File: src/rtl/async_tx_pkg.sv
package async_tx_pkg;

  localparam int DATA_W = 8;

  typedef enum logic [2:0] {
    ST_IDLE,
    ST_START,
    ST_DATA,
    ST_PAR,
    ST_STOP
  } tx_state_t;

  // Number of data bits for a word-length code.
  function automatic int data_bits(input logic [1:0] len);
    return 5 + int'(len);
  endfunction

  // Stop period length in ticks.
  function automatic int stop_ticks(input int ovs, input logic [1:0] len,
                                    input logic stop_sel);
    if (!stop_sel)          return ovs;
    else if (len == 2'd0)   return (ovs * 3) / 2;
    else                    return ovs * 2;
  endfunction

  // Parity over the bits that are actually sent.
  function automatic logic parity_bit(input logic [DATA_W-1:0] d,
                                      input logic [1:0] len,
                                      input logic even);
    logic acc;
    acc = 1'b0;
    for (int i = 0; i < DATA_W; i++)
      if (i < data_bits(len)) acc = acc ^ d[i];
    return even ? acc : ~acc;
  endfunction

endpackage

File: src/rtl/async_tx_hold.sv
module async_tx_hold
  import async_tx_pkg::*;
(
  input  logic              clk,
  input  logic              rst_n,
  input  logic              wr_en,
  input  logic [DATA_W-1:0] wr_data,
  input  logic              take,
  output logic              full,
  output logic [DATA_W-1:0] data
);

  always_ff @(posedge clk) begin
    if (!rst_n) begin
      full <= 1'b0;
      data <= '0;
    end else if (wr_en) begin
      data <= wr_data;
      full <= 1'b1;
    end else if (take) begin
      full <= 1'b0;
    end
  end

endmodule

File: src/rtl/async_tx_shift.sv
module async_tx_shift
  import async_tx_pkg::*;
#(
  parameter int OVS = 16
) (
  input  logic              clk,
  input  logic              rst_n,
  input  logic              tick,
  input  logic              load,
  input  logic [DATA_W-1:0] ld_data,
  input  logic [1:0]        word_len,
  input  logic              stop_sel,
  input  logic              par_en,
  input  logic              par_even,
  output logic              busy,
  output logic              line,
  output logic              frame_done
);

  localparam int CNT_W = $clog2(2 * OVS);
  localparam int IDX_W = $clog2(DATA_W);
  localparam logic [CNT_W-1:0] BIT_LAST = CNT_W'(OVS - 1);

  tx_state_t         state;
  logic [DATA_W-1:0] sh;
  logic [CNT_W-1:0]  cnt;
  logic [IDX_W-1:0]  bidx;
  logic [1:0]        len_q;
  logic              stop_q;
  logic              pen_q;
  logic              pbit_q;

  logic [CNT_W-1:0]  stop_last;
  logic [IDX_W-1:0]  data_last;
  logic              bit_end;

  assign stop_last  = CNT_W'(stop_ticks(OVS, len_q, stop_q) - 1);
  assign data_last  = IDX_W'(data_bits(len_q) - 1);
  assign bit_end    = tick && (cnt == BIT_LAST);
  assign frame_done = (state == ST_STOP) && tick && (cnt == stop_last);
  assign busy       = (state != ST_IDLE);

  always_comb begin
    case (state)
      ST_START: line = 1'b0;
      ST_DATA:  line = sh[0];
      ST_PAR:   line = pbit_q;
      default:  line = 1'b1;
    endcase
  end

  always_ff @(posedge clk) begin
    if (!rst_n) begin
      state  <= ST_IDLE;
      sh     <= '0;
      cnt    <= '0;
      bidx   <= '0;
      len_q  <= '0;
      stop_q <= 1'b0;
      pen_q  <= 1'b0;
      pbit_q <= 1'b0;
    end else if (state == ST_IDLE) begin
      if (load) begin
        state  <= ST_START;
        sh     <= ld_data;
        cnt    <= '0;
        bidx   <= '0;
        len_q  <= word_len;
        stop_q <= stop_sel;
        pen_q  <= par_en;
        pbit_q <= parity_bit(ld_data, word_len, par_even);
      end
    end else if (tick) begin
      cnt <= cnt + 1'b1;
      case (state)
        ST_START: if (bit_end) begin
          state <= ST_DATA;
          cnt   <= '0;
        end
        ST_DATA: if (bit_end) begin
          cnt <= '0;
          sh  <= sh >> 1;
          if (bidx == data_last) state <= pen_q ? ST_PAR : ST_STOP;
          else                   bidx  <= bidx + 1'b1;
        end
        ST_PAR: if (bit_end) begin
          state <= ST_STOP;
          cnt   <= '0;
        end
        ST_STOP: if (frame_done) begin
          state <= ST_IDLE;
          cnt   <= '0;
        end
        default: state <= ST_IDLE;
      endcase
    end
  end

endmodule

File: src/rtl/async_tx.sv
module async_tx
  import async_tx_pkg::*;
#(
  parameter int OVS = 16
) (
  input  logic              clk,
  input  logic              rst_n,
  input  logic              tick16,
  input  logic              wr_en,
  input  logic [DATA_W-1:0] wr_data,
  input  logic [1:0]        word_len,
  input  logic              stop_sel,
  input  logic              par_en,
  input  logic              par_even,
  input  logic              brk,
  output logic              txd,
  output logic              thr_empty,
  output logic              tx_empty
);

  logic              hold_full;
  logic [DATA_W-1:0] hold_data;
  logic              busy;
  logic              line_raw;
  logic              frame_done;
  logic              xfer;

  assign xfer = hold_full && !busy;

  async_tx_hold u_hold (
    .clk     (clk),
    .rst_n   (rst_n),
    .wr_en   (wr_en),
    .wr_data (wr_data),
    .take    (xfer),
    .full    (hold_full),
    .data    (hold_data)
  );

  async_tx_shift #(.OVS(OVS)) u_shift (
    .clk        (clk),
    .rst_n      (rst_n),
    .tick       (tick16),
    .load       (xfer),
    .ld_data    (hold_data),
    .word_len   (word_len),
    .stop_sel   (stop_sel),
    .par_en     (par_en),
    .par_even   (par_even),
    .busy       (busy),
    .line       (line_raw),
    .frame_done (frame_done)
  );

  assign txd       = brk ? 1'b0 : line_raw;
  assign thr_empty = !hold_full;
  assign tx_empty  = !hold_full && !busy;

endmodule

File: config.mk
export PLATFORM = sky130hd
export DESIGN_NAME = async_tx
export DESIGN_NICKNAME = d
export VERILOG_FILES = /design/src/rtl/async_tx_pkg.sv /design/src/rtl/async_tx_hold.sv /design/src/rtl/async_tx_shift.sv /design/src/rtl/async_tx.sv
export SDC_FILE = /design/constraint.sdc
export NUM_CORES = 1
export LEC_CHECK = 0
export ABC_AREA = 1
export BUFFER_PORTS_ARGS = -buffer_cell sky130_fd_sc_hd__clkbuf_2
export CAP_MARGIN = 20
export CORE_ASPECT_RATIO = 0.75
export CORE_MARGIN = 2
export CORE_UTILIZATION = 57
export CTS_CLUSTER_SIZE = 40
export DETAILED_ROUTE_END_ITERATION = 6
export PLACE_DENSITY = 0.75
export SYNTH_ARGS = -nofsm -noshare
export SYNTH_HDL_FRONTEND = slang
export SYNTH_SLANG_ARGS = --single-unit
export TNS_END_PERCENT = 1
File: constraint.sdc
create_clock -name clk -period 2 [get_ports clk]
set_input_delay 0.1 -clock clk [delete_from_list [all_inputs] [get_ports clk]]
set_output_delay 0.1 -clock clk [all_outputs]
set_load 0.02 [all_outputs]
# After elaboration in Yosys (flattened, before gate mapping)
# Index checks and enable logic that the tools add are counted.
# W data, S select, Z words.
[classes]
order_cmp = 8
eq_ne = 14
n_reduce_logical = 20
addsub = 6
mux = 66
bitwise = 8
[op_table]
columns = ["operator", "n"]
rows = [
  ["$lt A4 B32 Y1 const A", 4],
  ["$lt A3 B32 Y1 const A", 2],
  ["$mux W3", 15],
  ["$mux W8", 5],
  ["$mux W1", 36],
  ["$mux W5", 7],
  ["$lt A1 B32 Y1 const A", 1],
  ["$lt A2 B32 Y1 const A", 1],
  ["$ne A3 B1 Y1 const B", 4],
  ["$pmux W3 S4", 1],
  ["$pmux W5 S2", 1],
  ["$reduce_bool A2 Y1", 4],
  ["$reduce_and A7 Y1", 1],
  ["$xor A1 B1 Y1", 7],
  ["$eq A3 B2 Y1 const B", 2],
  ["$add A5 B1 Y5 const B", 1],
  ["$eq A5 B4 Y1 const B", 1],
  ["$eq A5 B5 Y1", 1],
  ["$logic_and A1 B1 Y1", 5],
  ["$reduce_and A5 Y1", 1],
  ["$sub A5 B1 Y5 const B", 1],
  ["$add A3 B2 Y4 const A", 1],
  ["$reduce_and A2 Y1", 2],
  ["$reduce_and A4 Y1", 1],
  ["other kinds (16)", 17],
]
[word_totals]
output_inout_bits = 3
register_bits = 33
elab_cells = 132
in_bits = 18

# Logic depth before layout (Yosys ltp)
[depth]
depth_word = 43
ltp_mapped = 13
mapped_depth_nobuf = 13

# Modules after synthesis
# A second synthesis with hierarchy kept.
[hier_totals]
cells_unflattened = 269
area_unflattened_um2 = 1773.0
[modules_own_cells]
columns = ["mod", "seq_area_each_um2", "cells_per_inst", "area_each_um2", "instances"]
rows = [
  ["async_tx_shift", 480.5, 226, 1447.6, 1],
  ["async_tx_hold", 180.2, 38, 304.0, 1],
  ["async_tx", 0.0, 5, 21.3, 1],
]

# Worst setup path after synthesis
# Ideal clock, no wire load.
[synth_path]
kind = "flip-flop to flip-flop"
from = "register u_shift.cnt[0]"
to = "register u_shift.sh[5]"
setup_ns = 0.116
n_path_buf = 0
synth_period_minus_slack_ns = 1.526
required_time_ns = 1.884
path_stages_with_launch = 13
slack_ns = 0.474
arrival_ns = 1.410
cell_sequence = "dfxtp_1 ha_1 nand2_1 nor2_1 ha_1 nand2_1 inv_1 nand2_1 nand2_1 nand2_4 inv_2 nand3_1 o211a_1"
[synth_via]
elab_chain_cells = 4
[synth_rtl]
columns = ["item", "line_no", "source"]
rows = [
  ["start, declared", "async_tx_shift.sv:26", "logic [CNT_W-1:0] cnt;"],
  ["start signal, assigned", "async_tx_shift.sv:74", "cnt <= cnt + 1'b1;"],
  ["$eq A5 B4 Y1", "async_tx_shift.sv:39", "assign bit_end = tick && (cnt == BIT_LAST);"],
  ["$logic_and A1 B1 Y1", "async_tx_shift.sv:39", ""],
  ["$reduce_bool A2 Y1 (no source line)", "-", ""],
  ["$reduce_and A4 Y1 (no source line)", "-", ""],
  ["end signal, assigned", "async_tx_shift.sv:65", "sh <= ld_data;"],
  ["end signal, assigned", "async_tx_shift.sv:82", "sh <= sh >> 1;"],
  ["end, declared", "async_tx_shift.sv:25", "logic [DATA_W-1:0] sh;"],
]
# Every way passes these cells.
# A chain may end at the register's enable or synchronous reset.

# Worst setup path in the final report
[layout_path]
from = "register u_shift.cnt[1]"
to = "register u_shift.bidx[2]"
[layout_via]
elab_chain_cells = 4
[layout_rtl]
columns = ["item", "line_no", "source"]
rows = [
  ["$eq A5 B4 Y1", "async_tx_shift.sv:39", ""],
  ["$logic_and A1 B1 Y1", "async_tx_shift.sv:39", ""],
  ["$reduce_bool A2 Y1 (no source line)", "-", ""],
  ["$reduce_and A5 Y1 (no source line)", "-", ""],
  ["end signal, assigned", "async_tx_shift.sv:84", "else bidx <= bidx + 1'b1;"],
  ["end, declared", "async_tx_shift.sv:27", "logic [IDX_W-1:0] bidx;"],
]
# Every way passes these cells.

==> metrics.txt <==
Post-synth EDFFs=0; synthesized flop and latch total=33; core area=about 2900 µm²; Final Hold Vio Count=0; # placed instances=310; vias after detailed routing=1639; fraction of post-synthesis cell area in the top cell type by area=approximately two fifths; Leak=0.8954 nW; DP Area=1864 µm²; number of clock buffers inserted by TritonCTS=5; post-route cell area=1944 µm²; proportion of synthesized area in mux cells=0%; synthesized-area fraction occupied by ao, oa, aoi and oai cells=17.84%; sink count of the clock tree=33; highest net fanout along the worst path=9; transition at the pin with the smallest max-transition slack=0.4692 ns; WP buf/inv=2; post-CTS repair timing setup buffer count=0; CTS root buffer=clkbuf_8; launching element type of the critical path=flip-flop; number of antenna diodes=0; sequential element share of the synthesized area=38.60%; upper clock frequency limit=580.6 MHz; Avg Vias per Cell=5.154; number of non-filler instances in the completed layout=318; area taken by flip-flops and latches=660.6 µm²; YS warnings=0; vias in the first global route=roughly 1.4k; combinational family with the most area after synthesis=simple AND/OR/NAND/NOR gates; cell taking the most area after synthesis=dfxtp_1; aggregate global routing overflow=0; summed negative setup slack over all endpoints=0 ns; Mapped Nets=~270; FFs w/ async S/R, synth=0%; clock latency of the later-clocked register in the worst-skew pair=0.29 ns; final setup violating endpoints=0; fraction of final layout cells with drive strength greater than 1=14.64%; Gates resized, CTS repair=0; starting DRC count in detailed routing=about 110; fill cell instance count of the final layout=281; delay contributed by the slowest stage of the critical path=0.35 ns; cell mode on critical path=nand2_1; area overhead of the layout relative to synthesis=13.60%; peak supply drop=0.6463 mV; H-tree levels=2; CP cell instances=ha_1 > nand2_1 > nor2_1 > ha_1 > nand2_1 > inv_1 > nand2_1 > nand2_1 > nand2_4 > nor2_4 > inv_1 > nand2_1 > a21oi_1; iteration count of the initial detailed-routing pass=4; number of top-level pins=21; global-route total usage across every layer=between 20% and 30%; TritonCTS clock tree=built; register-to-register path setup slack=0.28 ns; number of hold buffers added after CTS=0; result of the run=finished clean; height of the chip=51.46 µm; post-placement worst setup slack=0.3186 ns; Worst setup EP type=flip-flop; post-route worst setup slack=0.2777 ns; maximum root-to-sink buffer count=2; starting density of the core=between 50% and 60%; startpoint of the most critical register-to-register path=u_shift.cnt[1]$_SDFFE_PN0P_; Setup crit start=u_shift.cnt[1]$_SDFFE_PN0P_; number of unique standard cell types used by synthesis=27; post-DP HPWL=2776 µm; max_cap viols=0; main area contributors after synthesis=dfxtp_1 (39%), nand2_1 (12%), o21ai_0 (7.9%); power density of the placed cells=1359 nW/µm²; worst flop-to-flop path endpoint=u_shift.bidx[2]$_SDFFE_PN0P_; count of cells along the worst register-to-register path=13; post-synthesis xor/xnor area fraction=2.047%; Req. time, crit path=2.18 ns; Cells on Worst Hold Path=3; drt wl/cell=11.67 µm; number of pins with negative max-slew slack in the final report=0; launch instance of the worst min-delay path=par_en; clock-pin transition on the worst setup and hold timing paths=around 0.07 ns; worst-case headroom to the max-slew limit=between 60% and 70%; floorplan die area=3462 µm²; Layout Skew=approximately 0.008 ns; post-synth design cell area=1712 µm²; crit path time final=about 1.7 ns; first-pass GRT wire length=6113 µm; area occupied by multi-input gates=905.9 µm²; number of antenna-violating nets in the routed design=0; endpoint of the worst hold path=u_shift.pen_q$_SDFFE_PN0P_; die boundary width=67.28 µm; most common library cell in the layout ignoring fill and taps=nand2_1; final worst path period share=86.11%; number of antenna violations at the first check in global routing=0; count of input and output buffers=20; HP Class=in -> reg; data arrival time of the worst path=about 1.9 ns; share of synthesized cell area in and, or, nand and nor gates=30.85%; leading register cell type out of synthesis=dfxtp_1; Largest delay share family, worst path=simple AND/OR/NAND/NOR gates; gp weighted congestion=0.7946; final net count=300; Slowest cell on crit path=dfxtp_1; number of cell rows=17; category of the most critical setup path=reg -> reg; pin count of the biggest net entering global routing=26; Post-Synthesis Cells=253; DRC violation count after routing=0; unrepaired setup endpoints after global routing=false; synthesized area per cell=between 6 and 7 µm²; highest-count cells in the layout ignoring fill and taps=nand2_1 (55), nor2_1 (33), dfxtp_1 (33); Hold WS=between 0.0015 and 0.002 ns; area share of fa/ha/maj cells after synthesis=2.193%; aggregate routed wire length=between 3000 and 4000 µm
## Yosys cell counts (3+ instances only)
| master | instances |
|---|---|
| inv_1 | 29 |
| a21oi_1 | 20 |
| o21ai_0 | 27 |
| xor2_1 | 3 |
| ha_1 | 3 |
| nor2_1 | 33 |
| dfxtp_1 | 33 |
| nand3_1 | 21 |
| nand2_4 | 3 |
| nand4_1 | 3 |
| inv_2 | 3 |
| nand2_1 | 55 |
## how the worst max path moves through the flow
stage                                        end  slack, ns  cells past startpoint
global placement    u_shift.bidx[2]$_SDFFE_PN0P_       0.37                     13
finish              u_shift.bidx[2]$_SDFFE_PN0P_       0.28                     13
detailed placement    u_shift.sh[5]$_SDFFE_PN0P_       0.32                     12
floorplan             u_shift.sh[5]$_SDFFE_PN0P_       0.47                     12
CTS                 u_shift.bidx[2]$_SDFFE_PN0P_       0.28                     13
global route        u_shift.bidx[1]$_SDFFE_PN0P_       0.05                     13
## worst register-to-register path, stage by stage (launching register included)
cell and delay [ns]:
dfxtp_1 0.35, ha_1 0.19, nand2_1 0.08, nor2_1 0.10
ha_1 0.15, nand2_1 0.05, inv_1 0.08, nand2_1 0.06
nand2_1 0.11, nand2_4 0.10, nor2_4 0.13, inv_1 0.09
nand2_1 0.08, a21oi_1 0.06
## cell type report
type | instances | share of cell area (%)
Multi-Input combinational cell | 183 | 46.59
Sequential cell | 33 | 33.98
Timing Repair Buffer | 24 | 6.692
Inverter | 32 | 6.178
Clock buffer | 8 | 4.118
Tap cell | 38 | 2.445
## cell families (layout without fill, tap and decap cells)
kind of cell    after synthesis  count (layout)
simple gates                121             121
xor+xnor                      4               4
compound gates               55              55
fa+ha+maj                     3               3
buf+inv                      37              64
flops                        33              33
## power breakdown
part	switching [mW]	leakage, nW	internal, mW
sequential	0.109	0.271	0.805
clock	0.240	0.0395	0.247
combinational	0.813	0.585	0.430
## registers in the layout, indices dropped and copies added (netlist names)
signal          flops
u_hold.data         8
u_shift.pbit_q      1
u_shift.cnt         5
u_hold.full         1
u_shift.pen_q       1
u_shift.bidx        3
u_shift.len_q       2
u_shift.state       3
u_shift.sh          8
u_shift.stop_q      1
## metrics by stage
| stage | total power [mW] | util [%] |
|---|---|---|
| 4_1_cts | 2.649 | 67.21 |
| 5_1_grt | 2.860 | 67.21 |
| 6_report | 2.643 | 67.21 |
| 3_5_place_dp | 2.161 | 64.45 |
| 3_3_place_gp | 2.141 | 64.45 |
| 2_1_floorplan | 1.859 | - |
## per-layer routing
layer	vias up	track usage, %	share of wire (%)
li1	871	-	-
met4	0	11.22	0.73
met3	4	6.828	6.9
met2	38	33.83	42
met1	726	34.43	50
met5	-	0	0
Note: power is estimated with default switching activity, not from simulation.
